`src/rtl/bsz_pkg.sv`:
```
`timescale 1ns/100ps
package bsz_pkg;
  typedef enum logic [2:0] {
    ST_IDLE = 3'd0,
    ST_BUS  = 3'd1,
    ST_GAP  = 3'd2,
    ST_PER  = 3'd3,
    ST_DONE = 3'd4
  } bsz_state_e;
endpackage

```
`src/rtl/bsz_width_sel.sv`:
```
`timescale 1ns/100ps
module bsz_width_sel #(
  parameter int NCS = 4
) (
  input  logic [NCS-1:0] cs_hit,
  input  logic [2:0]     fc,
  input  logic [NCS-1:0] cs_wide,
  input  logic           ext_wide,
  output logic           matched,
  output logic           wide
);
  logic [NCS-1:0] hit_ok;

  always_comb begin
    hit_ok  = (fc == 3'b111) ? '0 : cs_hit;
    matched = |hit_ok;
    wide    = ext_wide;
    // walk downward so the lowest matching index wins
    for (int i = NCS - 1; i >= 0; i--) begin
      if (hit_ok[i]) wide = cs_wide[i];
    end
  end
endmodule

```
`src/rtl/bsz_lane.sv`:
```
`timescale 1ns/100ps
module bsz_lane #(
  parameter int DW = 16
) (
  input  logic          narrow,
  input  logic          second,
  input  logic          uds,
  input  logic          lds,
  input  logic [DW-1:0] wdata,
  output logic          o_uds,
  output logic          o_lds,
  output logic          o_a0,
  output logic [DW-1:0] o_wdata
);
  localparam int BW = DW / 2;
  logic pick_odd;

  always_comb begin
    pick_odd = second | ~uds;
    if (narrow) begin
      o_uds   = 1'b1;
      o_lds   = 1'b0;
      o_a0    = pick_odd;
      o_wdata = {(pick_odd ? wdata[BW-1:0] : wdata[DW-1:BW]), {BW{1'b0}}};
    end else begin
      o_uds   = uds;
      o_lds   = lds;
      o_a0    = 1'b0;
      o_wdata = wdata;
    end
  end
endmodule

```
`src/rtl/bus_sizer.sv`:
```
`timescale 1ns/100ps
module bus_sizer
  import bsz_pkg::*;
#(
  parameter int AW      = 24,
  parameter int DW      = 16,
  parameter int NCS     = 4,
  parameter int CS_WAIT = 2
) (
  input  logic           clk,
  input  logic           rst,
  input  logic           busw_pin,
  input  logic [NCS-2:0] cfg_cs_wide,
  input  logic           cfg_ext_wide,
  input  logic           core_req,
  input  logic [AW-1:1]  core_addr,
  input  logic           core_rw,
  input  logic           core_uds,
  input  logic           core_lds,
  input  logic [DW-1:0]  core_wdata,
  input  logic [2:0]     core_fc,
  input  logic [NCS-1:0] cs_hit,
  input  logic           per_hit,
  input  logic [DW-1:0]  per_rdata,
  output logic [DW-1:0]  core_rdata,
  output logic           core_done,
  output logic           ext_as,
  output logic [AW-1:0]  ext_addr,
  output logic           ext_rw,
  output logic           ext_uds,
  output logic           ext_lds,
  output logic           ext_narrow,
  output logic [DW-1:0]  ext_wdata,
  input  logic [DW-1:0]  ext_rdata,
  input  logic           ext_dtack
);
  localparam int BW    = DW / 2;
  localparam int CNT_W = $clog2(CS_WAIT + 1) + 1;

  // chip select 0 width follows the pin for as long as reset is held
  logic cs0_wide;
  always_ff @(posedge clk) begin
    if (rst) cs0_wide <= busw_pin;
  end

  logic [NCS-1:0] cs_wide;
  generate
    for (genvar g = 0; g < NCS; g++) begin : g_wide
      if (g == 0) begin : g_pin
        assign cs_wide[g] = cs0_wide;
      end else begin : g_cfg
        assign cs_wide[g] = cfg_cs_wide[g-1];
      end
    end
  endgenerate

  logic sel_matched, sel_wide;
  bsz_width_sel #(.NCS(NCS)) u_wsel (
    .cs_hit   (cs_hit),
    .fc       (core_fc),
    .cs_wide  (cs_wide),
    .ext_wide (cfg_ext_wide),
    .matched  (sel_matched),
    .wide     (sel_wide)
  );

  bsz_state_e       state;
  logic             narrow_q, matched_q, split_q, second_q;
  logic             uds_q, lds_q;
  logic [AW-1:1]    addr_q;
  logic [DW-1:0]    wdata_q, asm_q, asm_next;
  logic [CNT_W-1:0] cnt;
  logic             idle, term;

  logic          ln_narrow, ln_second, ln_uds, ln_lds;
  logic [DW-1:0] ln_wdata;
  logic          lo_uds, lo_lds, lo_a0;
  logic [DW-1:0] lo_wdata;

  // in idle the lane logic sees the live request, afterwards the latched one
  always_comb begin
    idle      = (state == ST_IDLE);
    ln_narrow = idle ? ~sel_wide   : narrow_q;
    ln_second = ~idle;
    ln_uds    = idle ? core_uds    : uds_q;
    ln_lds    = idle ? core_lds    : lds_q;
    ln_wdata  = idle ? core_wdata  : wdata_q;
  end

  bsz_lane #(.DW(DW)) u_lane (
    .narrow  (ln_narrow),
    .second  (ln_second),
    .uds     (ln_uds),
    .lds     (ln_lds),
    .wdata   (ln_wdata),
    .o_uds   (lo_uds),
    .o_lds   (lo_lds),
    .o_a0    (lo_a0),
    .o_wdata (lo_wdata)
  );

  always_comb begin
    term = matched_q ? (cnt == CNT_W'(CS_WAIT)) : ext_dtack;
    if (ext_addr[0]) asm_next = {asm_q[DW-1:BW], ext_rdata[DW-1:BW]};
    else             asm_next = {ext_rdata[DW-1:BW], asm_q[BW-1:0]};
  end

  always_ff @(posedge clk) begin
    if (rst) begin
      state      <= ST_IDLE;
      narrow_q   <= 1'b0;
      matched_q  <= 1'b0;
      split_q    <= 1'b0;
      second_q   <= 1'b0;
      uds_q      <= 1'b0;
      lds_q      <= 1'b0;
      addr_q     <= '0;
      wdata_q    <= '0;
      asm_q      <= '0;
      cnt        <= '0;
      core_rdata <= '0;
      core_done  <= 1'b0;
      ext_as     <= 1'b0;
      ext_addr   <= '0;
      ext_rw     <= 1'b1;
      ext_uds    <= 1'b0;
      ext_lds    <= 1'b0;
      ext_narrow <= 1'b0;
      ext_wdata  <= '0;
    end else begin
      case (state)
        ST_IDLE: begin
          if (core_req) begin
            uds_q   <= core_uds;
            lds_q   <= core_lds;
            addr_q  <= core_addr;
            wdata_q <= core_wdata;
            if (per_hit) begin
              state <= ST_PER;
            end else begin
              narrow_q   <= ~sel_wide;
              matched_q  <= sel_matched;
              split_q    <= ~sel_wide & core_uds & core_lds;
              second_q   <= 1'b0;
              cnt        <= '0;
              asm_q      <= '0;
              ext_as     <= 1'b1;
              ext_addr   <= {core_addr, lo_a0};
              ext_rw     <= core_rw;
              ext_uds    <= lo_uds;
              ext_lds    <= lo_lds;
              ext_narrow <= ~sel_wide;
              ext_wdata  <= lo_wdata;
              state      <= ST_BUS;
            end
          end
        end
        ST_BUS: begin
          if (term) begin
            asm_q   <= asm_next;
            ext_as  <= 1'b0;
            ext_uds <= 1'b0;
            ext_lds <= 1'b0;
            if (split_q && !second_q) begin
              second_q <= 1'b1;
              state    <= ST_GAP;
            end else begin
              core_done  <= 1'b1;
              core_rdata <= narrow_q ? asm_next : ext_rdata;
              state      <= ST_DONE;
            end
          end else begin
            cnt <= cnt + 1'b1;
          end
        end
        ST_GAP: begin
          cnt       <= '0;
          ext_as    <= 1'b1;
          ext_addr  <= {addr_q, lo_a0};
          ext_uds   <= lo_uds;
          ext_lds   <= lo_lds;
          ext_wdata <= lo_wdata;
          state     <= ST_BUS;
        end
        ST_PER: begin
          core_rdata <= per_rdata;
          core_done  <= 1'b1;
          state      <= ST_DONE;
        end
        ST_DONE: begin
          core_done <= 1'b0;
          state     <= ST_IDLE;
        end
        default: state <= ST_IDLE;
      endcase
    end
  end
endmodule

```
`config.mk`:
```
export PLATFORM = sky130hd
export DESIGN_NAME = bus_sizer
export DESIGN_NICKNAME = d
export VERILOG_FILES = /design/src/rtl/bsz_pkg.sv /design/src/rtl/bsz_width_sel.sv /design/src/rtl/bsz_lane.sv /design/src/rtl/bus_sizer.sv
export SDC_FILE = /design/constraint.sdc
export NUM_CORES = 1
export LEC_CHECK = 0
export BUFFER_PORTS_ARGS = -buffer_cell sky130_fd_sc_hd__buf_2
export CAP_MARGIN = 20
export CORE_MARGIN = 4
export CORE_UTILIZATION = 55
export DETAILED_ROUTE_END_ITERATION = 16
export PLACE_DENSITY = 0.83
export SLEW_MARGIN = 10
export SYNTH_ARGS = -nofsm -noshare
export SYNTH_HDL_FRONTEND = slang
export SYNTH_SLANG_ARGS = --single-unit
```
`constraint.sdc`:
```
create_clock -name clk -period 2.95 [get_ports clk]
set_input_delay 0.4425 -clock clk [delete_from_list [all_inputs] [get_ports clk]]
set_output_delay 0.4425 -clock clk [all_outputs]
set_load 0.005 [all_outputs]
```
# Word level (Yosys, flattened, before mapping)
# Cells that the tools add are included.
# W data, S select, Z words.
[totals]
elab_cells = 116
ff_bits = 129
input_bits = 91
romBits = 0
latchBits = 0
ram_bits = 0
mem_count = 0
[op_classes]
shift = 0
muxes = 57
n_bitwise = 7
add_sub_neg = 1
n_mul = 0
magnitude_cmp = 0
n_div = 0
n_reduce_logical = 19
eq_ne = 12
[ops]
columns = ["op", "count"]
rows = [
  ["$mux W16", 11],
  ["$pmux W16 S2", 3],
  ["$mux W24", 2],
  ["$pmux W24 S2", 1],
  ["$mux W1", 24],
  ["$mux W3", 6],
  ["$ne A2 B2 Y1 const B", 6],
  ["$pmux W1 S3", 4],
  ["$pmux W3 S4", 1],
  ["$reduce_and A3 Y1", 4],
  ["$reduce_and A4 Y1", 3],
  ["$eq A3 B2 Y1 const B", 3],
  ["$pmux W3 S3", 1],
  ["$mux W8", 1],
  ["$eq A3 B3 Y1 const B", 2],
  ["$reduce_bool A2 Y1", 3],
  ["$reduce_bool A3 Y1", 2],
  ["$reduce_and A5 Y1", 1],
  ["$mux W4", 1],
  ["$not A1 Y1", 4],
  ["$reduce_and A2 Y1", 2],
  ["$reduce_or A4 Y1", 1],
  ["$add A3 B1 Y3 const B", 1],
  ["$eq A3 B1 Y1 const B", 1],
  ["other kinds (7)", 8],
]

# Logic depth before layout (Yosys ltp)
# Gate-level depths: netlist of the first run.
[logic_depth]
word_depth = 12
ltp_mapped = 9
mapped_depth_nobuf = 7

# Cells and area by module
# Synthesis of the first run repeated with hierarchy kept, for this count alone.
[unflattened]
cells_unflattened = 662
hier_area_um2 = 5768.0
[by_module_without_submodules]
columns = ["mod", "seq_area_each_um2", "instances", "cells_per_inst", "area_each_um2"]
rows = [
  ["bus_sizer", 2592.5, 1, 626, 5486.5],
  ["bsz_lane", 0.0, 1, 22, 180.2],
  ["bsz_width_sel", 0.0, 1, 14, 101.3],
]

# Worst setup path after synthesis of the first run
# OpenSTA, ideal clock, no wires.
[synth_timing]
path_type = "in2reg"
start = "input port core_fc[2]"
end = "register ext_wdata[10]"
path_slack_ns = 1.139
cell_stages = 5
setup_time_ns = 0.139
t_arrival_ns = 1.672
path_cell_list = "and3_1 -> a2111oi_4 -> nor3_2 -> a31oi_2 -> o221ai_1"
[synth_via]
elab_chain_cells = 12
[synth_rtl]
columns = ["element", "line_no", "rtl"]
rows = [
  ["from (decl)", "bus_sizer.sv:21", "input logic [2:0] core_fc,"],
  ["$eq A3 B3 Y1 (*)", "bsz_width_sel.sv:15", "hit_ok = (fc == 3'b111) ? '0 : cs_hit;"],
  ["$mux W4 (*)", "bsz_width_sel.sv:15", ""],
  ["$mux W1 (3 in a row)", "bsz_width_sel.sv:20", "if (hit_ok[i]) wide = cs_wide[i];"],
  ["$mux W1 (*)", "bsz_width_sel.sv:20", ""],
  ["$not A1 Y1 (*)", "bus_sizer.sv:83", "ln_narrow = idle ? ~sel_wide : narrow_q;"],
  ["$mux W1 (*)", "bus_sizer.sv:83", ""],
  ["$mux W16 (*)", "bsz_lane.sv:20", "if (narrow) begin"],
  ["$mux W16", "bus_sizer.sv:138", "if (per_hit) begin"],
  ["$mux W16", "bus_sizer.sv:133", "if (core_req) begin"],
  ["$pmux W16 S2 (*)", "bus_sizer.sv:131", "case (state)"],
  ["to (signal assigned)", "bus_sizer.sv:153", "ext_wdata <= lo_wdata;"],
  ["to (signal assigned)", "bus_sizer.sv:182", "ext_wdata <= lo_wdata;"],
  ["to (decl)", "bus_sizer.sv:33", "output logic [DW-1:0] ext_wdata,"],
]
# Every way passes the cells marked *; elsewhere a longest branch is shown, timed or not. The select of a mux whose other input is x is not followed.
# A chain may end at the register's enable or synchronous reset.

# Worst setup path in the final report of the first run
[layout_timing]
start = "register cnt[0]"
end = "register asm_q[8]"
[layout_via]
elab_chain_cells = 4
[layout_rtl]
columns = ["element", "line_no", "rtl"]
rows = [
  ["from (decl)", "bus_sizer.sv:72", "logic [CNT_W-1:0] cnt;"],
  ["from (signal assigned)", "bus_sizer.sv:173", "cnt <= cnt + 1'b1;"],
  ["$eq A3 B2 Y1", "bus_sizer.sv:103", "term = matched_q ? (cnt == CNT_W'(CS_WAIT)) : ext_dtack;"],
  ["$mux W1", "bus_sizer.sv:103", ""],
  ["$ne A2 B2 Y1 (no source line)", "-", ""],
  ["$reduce_and A4 Y1 (no source line)", "-", ""],
  ["to (signal assigned)", "bus_sizer.sv:160", "asm_q <= asm_next;"],
  ["to (decl)", "bus_sizer.sv:71", "logic [DW-1:0] wdata_q, asm_q, asm_next;"],
]
# No other way between the ends.

==> out/qor.csv, run 1 <==
stage,metric,value,unit
run_status,result of the run,finished clean,
power_and_ir_drop,reported leakage power,2.94,nW
yosys,cells after synthesis,675,
power_and_ir_drop,switching fraction of total power,27.2,%
sta,sum of negative setup slack,0,ns
clock_network,post-CTS setup-driven buffer insertion count,0,
clock_network,Num CTS Buffers,17,
power_and_ir_drop,share of power burned in the clock network,42.7,%
sta,actual slew at the worst max-slew pin,0.865,ns
setup_path,maximum net fanout on the critical path,8,
floorplan,effective utilization at floorplan,57.5,%
clock_network,worst-case clock buffer depth,2,
setup_path,element type at the critical path start,flop,
clock_network,Clock Sink Count,129,
grt,gr usage total,26.2,%
power_and_ir_drop,part of the power in combinational logic,14.8,%
floorplan,area of the die,12000,um^2
yosys,post-synthesis cell type with the largest combined area,sky130_fd_sc_hd__dfxtp_1,
power_and_ir_drop,power per standard cell area,646,nW/um^2
placement,DP Wirelength,11.1,mm
grt,first-pass GRT wire length,24.7,mm
grt,grt total ovfl,0,
grt,pin count of the biggest net entering global routing,59,
sta,unrepaired setup endpoints after global routing,false,
sta,"Period Utilization, post-route",74.2,%
sta,fmax,457,MHz
yosys,Yosys reg bits,129,
routing,drt pass-1 iters,5,
yosys,post-synthesis average cell area,8.44,um^2
finish,"Net count, final",902,
yosys,Post-Synthesis Net Count,768,
sta,final critical-path required period,2.19,ns
clock_network,CTS root buffer,sky130_fd_sc_hd__clkbuf_8,
yosys,share of Yosys cell area claimed by the top area cell type,45.0,%
routing,via count,5484,
clock_network,clock transition at the register clock pins on the worst setup and hold paths after CTS,0.06,ns
flow_run,number of max-capacitance violations reported,0,
yosys,async set-reset flop share out of synthesis,0,%
power_and_ir_drop,sequential power share,42.5,%
routing,Detailed Route Iter0 Violations,431,
power_and_ir_drop,largest voltage drop on the vdd net,0.346,mV
yosys,ys flop type,sky130_fd_sc_hd__dfxtp_1,
finish,"top library cells by usage in the layout, fill and taps aside","151 x sky130_fd_sc_hd__nand2_1, 151 x sky130_fd_sc_hd__buf_2, 128 x sky130_fd_sc_hd__dfxtp_1",
floorplan,io pins,153,
sta,number of slew-limit violations in the final report,0,
yosys,library cells used by synthesis,43,
yosys,area of the mapped netlist,5700,um^2
finish,antenna diode count,0,
floorplan,number of cell rows,36,
worst_hold_path,class of the tightest hold or removal check,primary input to flop,
finish,area delta synth->final,24.5,%
clock_network,clock latency reported for the late side of the worst-skew pair,0.52,ns
placement,Final Wtd Congestion,0.887,
clock_network,count of H-tree levels built during CTS,4,
setup_path,Worst Path Arrival,2.65,ns
yosys,synth warn,0,
grt,vias in the first global route,5130,
floorplan,core region area,9910,um^2
routing,count of antenna-violating nets left after detailed routing,0,
floorplan,vertical die dimension,110,um
routing,remaining routing DRC violations,0,
yosys,number of synthesized flops with an enable pin,1,
sta,relative max-transition margin,42.3,%
clock_network,Post-CTS Hold Fix Bufs,0,
routing,per-cell routed wire length,16.4,um
routing,total routed wirelength,15.6,mm
sta,total setup violations reported at the end of the flow,0,
clock_network,TritonCTS clock tree,built,
power_and_ir_drop,Switch Pwr,0.00125,W
grt,number of antenna violations at the first check in global routing,0,
setup_path,critical path data required time,3.41,ns
sta,setup clock skew after layout,0.0103,ns
setup_path,critical path endpoint category,flop,
finish,share of layout cells above drive strength 1,24.8,%
power_and_ir_drop,total internal power,0.00333,W
placement,# port buffers,152,
setup_path,category of the most critical setup path,flop to flop,
floorplan,die span in x,110,um
yosys,part of the Yosys area used for sequential elements,45.5,%
yosys,main area contributors after synthesis,"sky130_fd_sc_hd__dfxtp_1 45%, sky130_fd_sc_hd__nand2_1 10%, sky130_fd_sc_hd__mux2i_1 8.4%",
sta,Hold Worst Slack,0.0951,ns
power_and_ir_drop,overall power,0.00458,W
sta,number of hold violations in the final report,0,
clock_network,number of gates resized after cts,0,
routing,drt via density,5.74,
[critical path, stage by stage (launching register included)]
cell and delay [ns]:
sky130_fd_sc_hd__dfxtp_1 0.35, sky130_fd_sc_hd__inv_1 0.07, sky130_fd_sc_hd__ha_1 0.19, sky130_fd_sc_hd__and3b_1 0.19, sky130_fd_sc_hd__o21ai_0 0.37, sky130_fd_sc_hd__o21ai_0 0.13
sky130_fd_sc_hd__a21oi_1 0.57, sky130_fd_sc_hd__a22o_1 0.25
[synthesized netlist by cell type (3+ instances only)]
cell,instances
sky130_fd_sc_hd__nor2_1,51
sky130_fd_sc_hd__o211ai_1,8
sky130_fd_sc_hd__buf_1,5
sky130_fd_sc_hd__and3b_1,3
sky130_fd_sc_hd__nand2_1,151
sky130_fd_sc_hd__nor3_1,15
sky130_fd_sc_hd__a21oi_1,70
sky130_fd_sc_hd__inv_1,5
sky130_fd_sc_hd__buf_2,12
sky130_fd_sc_hd__o221ai_1,8
sky130_fd_sc_hd__a211oi_1,42
sky130_fd_sc_hd__a22o_1,16
sky130_fd_sc_hd__mux2i_1,48
sky130_fd_sc_hd__o21ai_0,7
sky130_fd_sc_hd__nand3_1,18
sky130_fd_sc_hd__clkbuf_1,29
sky130_fd_sc_hd__nand2b_1,5
sky130_fd_sc_hd__dfxtp_1,128
sky130_fd_sc_hd__nor2b_1,5
sky130_fd_sc_hd__o21a_1,10
sky130_fd_sc_hd__a211o_1,10
[per-stage QoR]
| step | cells | setup WS, ns | util [%] | instance area, um^2 |
|---|---|---|---|---|
| 6_report | 955 | 0.761 | 71.6 | 7090 |
| 3_5_place_dp | 923 | 0.775 | 65.9 | 6530 |
| 2_1_floorplan | 675 | 1.14 | - | 5700 |
| 3_3_place_gp | 923 | 0.826 | 65.9 | 6530 |
| 5_1_grt | 955 | 0.537 | 71.6 | 7090 |
| 4_1_cts | 955 | 0.773 | 71.6 | 7090 |
[routing by layer]
metal	track usage (%)	share of wire [%]	vias up
met2	42.0	48	247
met1	34.0	42	2540
met3	5.87	8.0	37
li1	-	-	2660
met4	10.8	2.9	0
met5	0	0	-
[worst paths after layout]
| path | slack (ns) | end | depth (start not counted) | from |
|---|---|---|---|---|
| worst max-delay path | 0.76 | asm_q[8] | 7 | cnt[0] |
| worst min-delay path | 0.1 | cs0_wide | 1 | busw_pin |
| worst max register to register | 0.76 | asm_q[8] | 7 | cnt[0] |
| worst min register to register | 0.46 | addr_q[12] | 2 | addr_q[12] |
[sequential cells by signal, indices dropped and copies added, names as in the netlist, 3 cells and up]
signal / cells
ext_addr: 24
core_rdata: 16
state: 3
wdata_q: 16
addr_q: 23
cnt: 3
asm_q: 16
ext_wdata: 16
[cell type report]
| type | instances | area, um^2 |
|---|---|---|
| clock buffer | 21 | 459 |
| clock inverter | 11 | 106 |
| fill | 777 | 2820 |
| inverter | 5 | 18.8 |
| multi-input combinational | 493 | 2900 |
| sequential | 129 | 2590 |
| tap | 133 | 166 |
| timing repair buffer | 163 | 846 |
[power by group through the flow]
stage / Clock, W / Sequential (W) / Combinational [W]
after floorplan: 0 / 0.00196 / 0.000426
final: 0.00196 / 0.00195 / 0.000679
after CTS: 0.00197 / 0.00195 / 0.000677
after global routing: 0.00206 / 0.00196 / 0.000751
after detailed placement: 0 / 0.00198 / 0.000671
after global placement: 0 / 0.00198 / 0.000649
[kinds of logic after synthesis]
| family | after synthesis | share of synthesized area, % |
|---|---|---|
| compound gates | 180 | 21.8 |
| fa+ha+maj | 2 | 0.439 |
| buf+inv | 53 | 3.89 |
| flops | 129 | 45.5 |
| mux | 48 | 8.44 |
| simple gates | 263 | 19.9 |
Note: power is estimated with default switching activity, not from simulation.
==> run 2: changes to the inputs <==
CORE_UTILIZATION = 47   (was 55)
PLACE_DENSITY = 0.75   (was 0.83)
clock period = 1.9 ns   (was 2.95 ns; I/O delays follow)
==> run 2 against run 1 <==
Clock skew shrank 0.0053 ns. Wire length down 1.6%. Die area up 16%. Fmax is 19% higher. Critical path depth stayed put. Clock power increased by 41%. Final cell count rose by 2.8%.
==> out/qor.csv, run 2 (synthesis gave the netlist of run 1 again) <==
stage,metric,value,unit
run_status,result of the run,finished clean,
sta,"Period Utilization, post-route",96.7,%
clock_network,Clock Sink Count,129,
finish,antenna diode count,0,
clock_network,clock transition at the register clock pins on the worst setup and hold paths after CTS,0.05,ns
finish,"top library cells by usage in the layout, fill and taps aside","151 x sky130_fd_sc_hd__buf_2, 150 x sky130_fd_sc_hd__nand2_1, 128 x sky130_fd_sc_hd__dfxtp_1",
setup_path,critical path endpoint category,flop,
flow_run,number of max-capacitance violations reported,0,
worst_hold_path,number of stages on the worst hold path,1,
grt,pin count of the biggest net entering global routing,49,
grt,gr usage total,21.8,%
sta,fmax,544,MHz
sta,actual slew at the worst max-slew pin,0.609,ns
grt,grt total ovfl,0,
routing,per-cell routed wire length,15.7,um
sta,setup clock skew after layout,0.00498,ns
placement,number of instances in the placed design,951,
sta,final critical-path required period,1.84,ns
placement,instance area after placement,6720,um^2
sta,number of slew-limit violations in the final report,0,
grt,vias in the first global route,5284,
placement,DP Wirelength,11.2,mm
routing,remaining routing DRC violations,0,
worst_hold_path,hold_sp,busw_pin,
finish,"flip-flop count of the largest register, all copies and words added",24,
finish,Post-Layout Cell Count,982,
setup_path,count of cells along the worst register-to-register path,7,
finish,"commonest non-fill, non-tap cell in the layout",sky130_fd_sc_hd__buf_2,
power_and_ir_drop,overall power,0.00690,W
setup_path,critical path data required time,2.18,ns
routing,via count,5432,
floorplan,die span in x,118,um
clock_network,TritonCTS clock tree,built,
floorplan,area of the die,13900,um^2
clock_network,Num CTS Buffers,17,
sta,unrepaired setup endpoints after global routing,false,
sta,total setup violations reported at the end of the flow,0,
power_and_ir_drop,largest voltage drop on the vdd net,0.510,mV
setup_path,element type at the critical path start,flop,
routing,count of antenna-violating nets left after detailed routing,0,
setup_path,Worst Path Arrival,2.11,ns
floorplan,number of cell rows,39,
sta,number of hold violations in the final report,0,
power_and_ir_drop,power per standard cell area,953,nW/um^2
routing,drt pass-1 iters,5,
grt,first-pass GRT wire length,25.1,mm
setup_path,maximum net fanout on the critical path,4,
placement,# port buffers,152,
clock_network,worst-case clock buffer depth,2,
finish,Biggest register,ext_addr,
setup_path,internal reg-to-reg setup slack,0.06,ns
clock_network,count of H-tree levels built during CTS,4,
worst_hold_path,class of the tightest hold or removal check,primary input to flop,
setup_path,R2R Path Start,cnt[0],
floorplan,core region area,11700,um^2
setup_path,endpoint of the most critical register-to-register path,cnt[0],
finish,area delta synth->final,27.2,%
finish,final core utilization,62.1,%
floorplan,effective utilization at floorplan,48.8,%
finish,finished layout cell area,7240,um^2
clock_network,clock latency reported for the late side of the worst-skew pair,0.41,ns
sta,relative max-transition margin,59.3,%
worst_hold_path,hold endpoint,cs0_wide,
routing,total routed wirelength,15.4,mm
floorplan,vertical die dimension,118,um
clock_network,CTS root buffer,sky130_fd_sc_hd__clkbuf_16,
finish,share of layout cells above drive strength 1,26.5,%
placement,Final Wtd Congestion,0.895,
routing,drt via density,5.53,
floorplan,io pins,153,
grt,number of antenna violations at the first check in global routing,0,
finish,top flop regs,"ext_addr (24), addr_q (23)",
setup_path,category of the most critical setup path,flop to flop,
power_and_ir_drop,reported leakage power,3.04,nW
finish,"Net count, final",920,
routing,Detailed Route Iter0 Violations,319,
run 2: cell types whose count changed in the layout (fill, tap and decap cells not counted), sizes merged:
cell and delta:
clkbuf +2, bufinv -1, inv -1, buf +18
clkinvlp -3, clkinv +2
run 2: final cells by class:
cell class / count / area (um^2)
sequential: 129 / 2590
timing repair buffer: 181 / 1030
clock inverter: 8 / 40.0
inverter: 5 / 18.8
multi-input combinational: 493 / 2920
clock buffer: 23 / 458
fill: 1014 / 4420
tap: 143 / 179
run 2: layer usage:
layer	wire, um	part of all wire, %	track usage (%)	vias to the layer above
li1	-	-	-	2707
met3	839	5.5	5.24	28
met5	0	0	0	-
met4	360	2.3	9.16	0
met1	6670	43	27.4	2521
met2	7530	49	35.7	176
run 2: worst max-delay path by stage:
stage / from / to / slack, ns / depth (start not counted)
after floorplan: cnt[0] / core_rdata[7] / 0.17 / 8
after global placement: core_fc[2] / ext_wdata[15] / 0.06 / 6
after detailed placement: core_fc[2] / ext_wdata[11] / -0.04 / 6
after CTS: cnt[0] / cnt[0] / 0.006 / 7
after global routing: cnt[0] / cnt[2] / 0.008 / 7
final: cnt[0] / cnt[0] / 0.06 / 7
run 2: through the flow:
step	hold WS (ns)	TNS [ns]	worst slack, ns
after floorplan	0.384	0	0.170
after global placement	0.439	0	0.0604
after detailed placement	0.446	-0.284	-0.0402
after CTS	0.0344	0	0.00605
after global routing	0.0317	0	0.00823
final	0.0496	0	0.0631
run 2: repair_timing:
action	in CTS	in global routing
gates resized for setup	0	7
endpoints found under the hold margin	0	0
setup endpoints to repair	0	34
hold buffers	0	0
buffers inserted	0	0
run 2: power by group:
group          leakage (nW)  switching, W  internal (W)
Clock                 0.254       0.00109       0.00167
Sequential             1.06      0.000102       0.00290
Combinational          1.73      0.000644      0.000492
Total                  3.04       0.00184       0.00506
run 2: worst max-delay path, cell delays in order (launching register included):
cell                       delay (ns)
sky130_fd_sc_hd__dfxtp_1         0.34
sky130_fd_sc_hd__inv_1           0.06
sky130_fd_sc_hd__ha_1            0.19
sky130_fd_sc_hd__and3b_1         0.20
sky130_fd_sc_hd__or4b_4          0.50
sky130_fd_sc_hd__a21oi_2         0.21
sky130_fd_sc_hd__and2_1          0.15
sky130_fd_sc_hd__a211oi_1        0.05
==> run 3: changes to the inputs <==
ABC_AREA = 1   (was unset)
CORE_UTILIZATION = 48   (was 47)
PLACE_DENSITY = 0.76   (was 0.75)
SLEW_MARGIN = unset   (was 10)
==> run 3 against run 2 <==
Fmax up 4.4%. Hold slack better by 0.0077 ns. Core utilization up 0.11 points. Largest cell class unchanged. Register-to-register slack better by 0.08 ns. Highest routed layer unchanged. Sequential share of layout area down 1.1 points. Final cell count up 14%. Design area up 3.2%. Power up 45%. Synthesized cell count up 21%. Wire length down 0.19%.
==> out/qor.csv, run 3 <==
stage,metric,value,unit
run_status,result of the run,finished clean,
finish,top flop regs,"ext_addr (24), addr_q (23)",
floorplan,number of cell rows,40,
setup_path,maximum net fanout on the critical path,30,
sta,Hold Worst Slack,0.0573,ns
placement,Final Wtd Congestion,0.814,
clock_network,count of H-tree levels built during CTS,4,
finish,"Net count, final",1050,
placement,DP Wirelength,10.5,mm
setup_path,biggest cell delay along the critical path,0.34,ns
worst_hold_path,class of the tightest hold or removal check,primary input to flop,
finish,"top library cells by usage in the layout, fill and taps aside","152 x sky130_fd_sc_hd__buf_2, 139 x sky130_fd_sc_hd__nand2_1, 128 x sky130_fd_sc_hd__dfxtp_1",
yosys,post-synthesis cell type with the largest combined area,sky130_fd_sc_hd__dfxtp_1,
finish,final core utilization,62.2,%
yosys,Yosys reg bits,129,
sta,actual slew at the worst max-slew pin,0.476,ns
floorplan,vertical die dimension,119,um
sta,number of hold violations in the final report,0,
finish,area of the multi-input gates,2800,um^2
clock_network,Clock Sink Count,129,
clock_network,CTS root buffer,sky130_fd_sc_hd__clkbuf_16,
flow_run,number of max-capacitance violations reported,0,
finish,area delta synth->final,26.4,%
grt,pin count of the biggest net entering global routing,82,
yosys,most repeated cell in the gate-level netlist after synthesis,sky130_fd_sc_hd__nand2_1,
routing,drt via density,5.21,
sta,relative max-transition margin,68.2,%
setup_path,CP cell instances,nor2_4 > nand2_4 > nor2_2 > nor2_2 > nand2_2 > buf_12 > nor2_2 > inv_2 > nor2_1 > nand2_1 > o21ai_0,
yosys,async set-reset flop share out of synthesis,0,%
setup_path,cell with the most instances on the worst path,sky130_fd_sc_hd__nor2_2,
setup_path,sum of buffers and inverters on the critical path,2,
yosys,share of Yosys cell area claimed by the top area cell type,43.4,%
finish,"flip-flop count of the largest register, all copies and words added",24,
sta,setup clock skew after layout,0.00609,ns
routing,per-cell routed wire length,13.8,um
yosys,library cells used by synthesis,37,
placement,# port buffers,152,
setup_path,"Max stage delay cell, worst path",sky130_fd_sc_hd__dfxtp_1,
finish,"commonest non-fill, non-tap cell in the layout",sky130_fd_sc_hd__buf_2,
finish,share of layout cells above drive strength 1,24.2,%
yosys,ys flop type,sky130_fd_sc_hd__dfxtp_1,
setup_path,critical path data required time,2.18,ns
grt,gr usage total,21.6,%
sta,final critical-path required period,1.76,ns
placement,instance area after placement,6810,um^2
setup_path,Worst path top cell family by delay,simple AND/OR/NAND/NOR gates,
yosys,main area contributors after synthesis,"sky130_fd_sc_hd__dfxtp_1 43%, sky130_fd_sc_hd__nand2_1 8.8%, sky130_fd_sc_hd__o21ai_0 8.8%",
grt,first-pass GRT wire length,25.1,mm
clock_network,Num CTS Buffers,17,
sta,total setup violations reported at the end of the flow,0,
power_and_ir_drop,power per standard cell area,1340,nW/um^2
setup_path,Worst Path Arrival,2.04,ns
floorplan,core region area,12000,um^2
yosys,part of the Yosys area used for sequential elements,43.9,%
finish,Biggest register,ext_addr,
power_and_ir_drop,overall power,0.0100,W
grt,grt total ovfl,0,
setup_path,critical path endpoint category,flop,
sta,fmax,569,MHz
grt,vias in the first global route,5244,
routing,remaining routing DRC violations,0,
yosys,list of most frequent post-synthesis cells,"139 x sky130_fd_sc_hd__nand2_1, 128 x sky130_fd_sc_hd__dfxtp_1, 104 x sky130_fd_sc_hd__o21ai_0",
yosys,Post-Synthesis Net Count,908,
placement,Worst Setup Slack post-DPL,0.0516,ns
yosys,area of the mapped netlist,5910,um^2
finish,number of filler cells placed in the layout,1086,
floorplan,io pins,153,
routing,via count,5814,
floorplan,die span in x,119,um
grt,number of antenna violations at the first check in global routing,0,
finish,finished layout cell area,7470,um^2
power_and_ir_drop,largest voltage drop on the vdd net,0.634,mV
sta,"Period Utilization, post-route",92.6,%
power_and_ir_drop,reported leakage power,3.27,nW
yosys,number of synthesized flops with an enable pin,1,
routing,total routed wirelength,15.4,mm
floorplan,area of the die,14200,um^2
yosys,post-synthesis average cell area,7.25,um^2
routing,drt pass-1 iters,5,
sta,number of slew-limit violations in the final report,0,
yosys,cells after synthesis,815,
clock_network,TritonCTS clock tree,built,
routing,count of antenna-violating nets left after detailed routing,0,
routing,Detailed Route Iter0 Violations,606,
clock_network,clock latency reported for the late side of the worst-skew pair,0.41,ns
yosys,synth warn,0,
clock_network,worst-case clock buffer depth,2,
finish,register area,2590,um^2
setup_path,element type at the critical path start,flop,
clock_network,clock transition at the register clock pins on the worst setup and hold paths after CTS,0.05,ns
setup_path,category of the most critical setup path,flop to flop,
floorplan,effective utilization at floorplan,49.2,%
finish,antenna diode count,0,
sta,setup slack of the critical path after layout,0.141,ns
==> run 3: changes by cell type in the layout (fill, tap and decap cells not counted), sizes merged, moves of 16 or more <==
cell,delta
o21ai,+108
inv,+75
nor2,+47
mux2i,-40
a22o,-16
or2,+16
==> run 3: layout make-up <==
type | instances | share of cell area [%]
Multi-Input combinational cell | 556 | 37.5
Sequential cell | 129 | 34.7
Timing Repair Buffer | 175 | 13.3
Clock buffer | 19 | 5.93
Inverter | 78 | 3.92
Tap cell | 147 | 2.46
Clock inverter | 13 | 2.14
==> run 3: path summary, 6_finish.rpt <==
kind	start	endpoint	slack (ns)	cells after the start
min	busw_pin	cs0_wide	0.06	1
max reg2reg	state[2]	ext_addr[0]	0.14	11
min reg2reg	wdata_q[14]	wdata_q[14]	0.45	2
max	state[2]	ext_addr[0]	0.14	11
==> run 3: kinds of logic (layout without fill, tap and decap cells) <==
family	Yosys count	in the layout	synth area share (%)
mux	8	8	1.36
flops	129	129	43.9
fa+ha+maj	2	2	0.423
compound gates	250	250	23.7
simple gates	295	296	21.5
buf+inv	131	285	9.13
==> run 3: repair_timing <==
action,in CTS,in global routing
hold buffers,0,0
setup buffers,0,5
hold endpoints to repair,0,0
gates resized for setup,0,5
setup endpoints to repair,0,31
==> run 3: worst register-to-register path, cell delays in order (launching register included) <==
cell	delay (ns)
sky130_fd_sc_hd__dfxtp_1	0.34
sky130_fd_sc_hd__nor2_4	0.19
sky130_fd_sc_hd__nand2_4	0.09
sky130_fd_sc_hd__nor2_2	0.25
sky130_fd_sc_hd__nor2_2	0.08
sky130_fd_sc_hd__nand2_2	0.12
sky130_fd_sc_hd__buf_12	0.20
sky130_fd_sc_hd__nor2_2	0.05
sky130_fd_sc_hd__inv_2	0.11
sky130_fd_sc_hd__nor2_1	0.05
sky130_fd_sc_hd__nand2_1	0.08
sky130_fd_sc_hd__o21ai_0	0.08
==> run 3: stage by stage <==
| stage | TNS [ns] | std cells |
|---|---|---|
| 5_1_grt | -0.0427 | 1117 |
| 2_1_floorplan | 0 | 815 |
| 3_3_place_gp | 0 | 1079 |
| 6_report | 0 | 1117 |
| 4_1_cts | 0 | 1111 |
| 3_5_place_dp | 0 | 1079 |
==> run 3: routing by layer <==
metal / part of all wire [%] / global-route usage [%]
met3: 5.9 / 5.22
met4: 1.5 / 6.15
met5: 0 / 0
met1: 46 / 28.2
met2: 47 / 35.5
==> run 3: power breakdown <==
| part | leakage, nW | switching, W | internal [W] | total, W |
|---|---|---|---|---|
| Combinational | 1.92 | 0.00195 | 0.00122 | 0.00317 |
| Clock | 0.282 | 0.00120 | 0.00210 | 0.00329 |
| Sequential | 1.06 | 0.000256 | 0.00331 | 0.00356 |
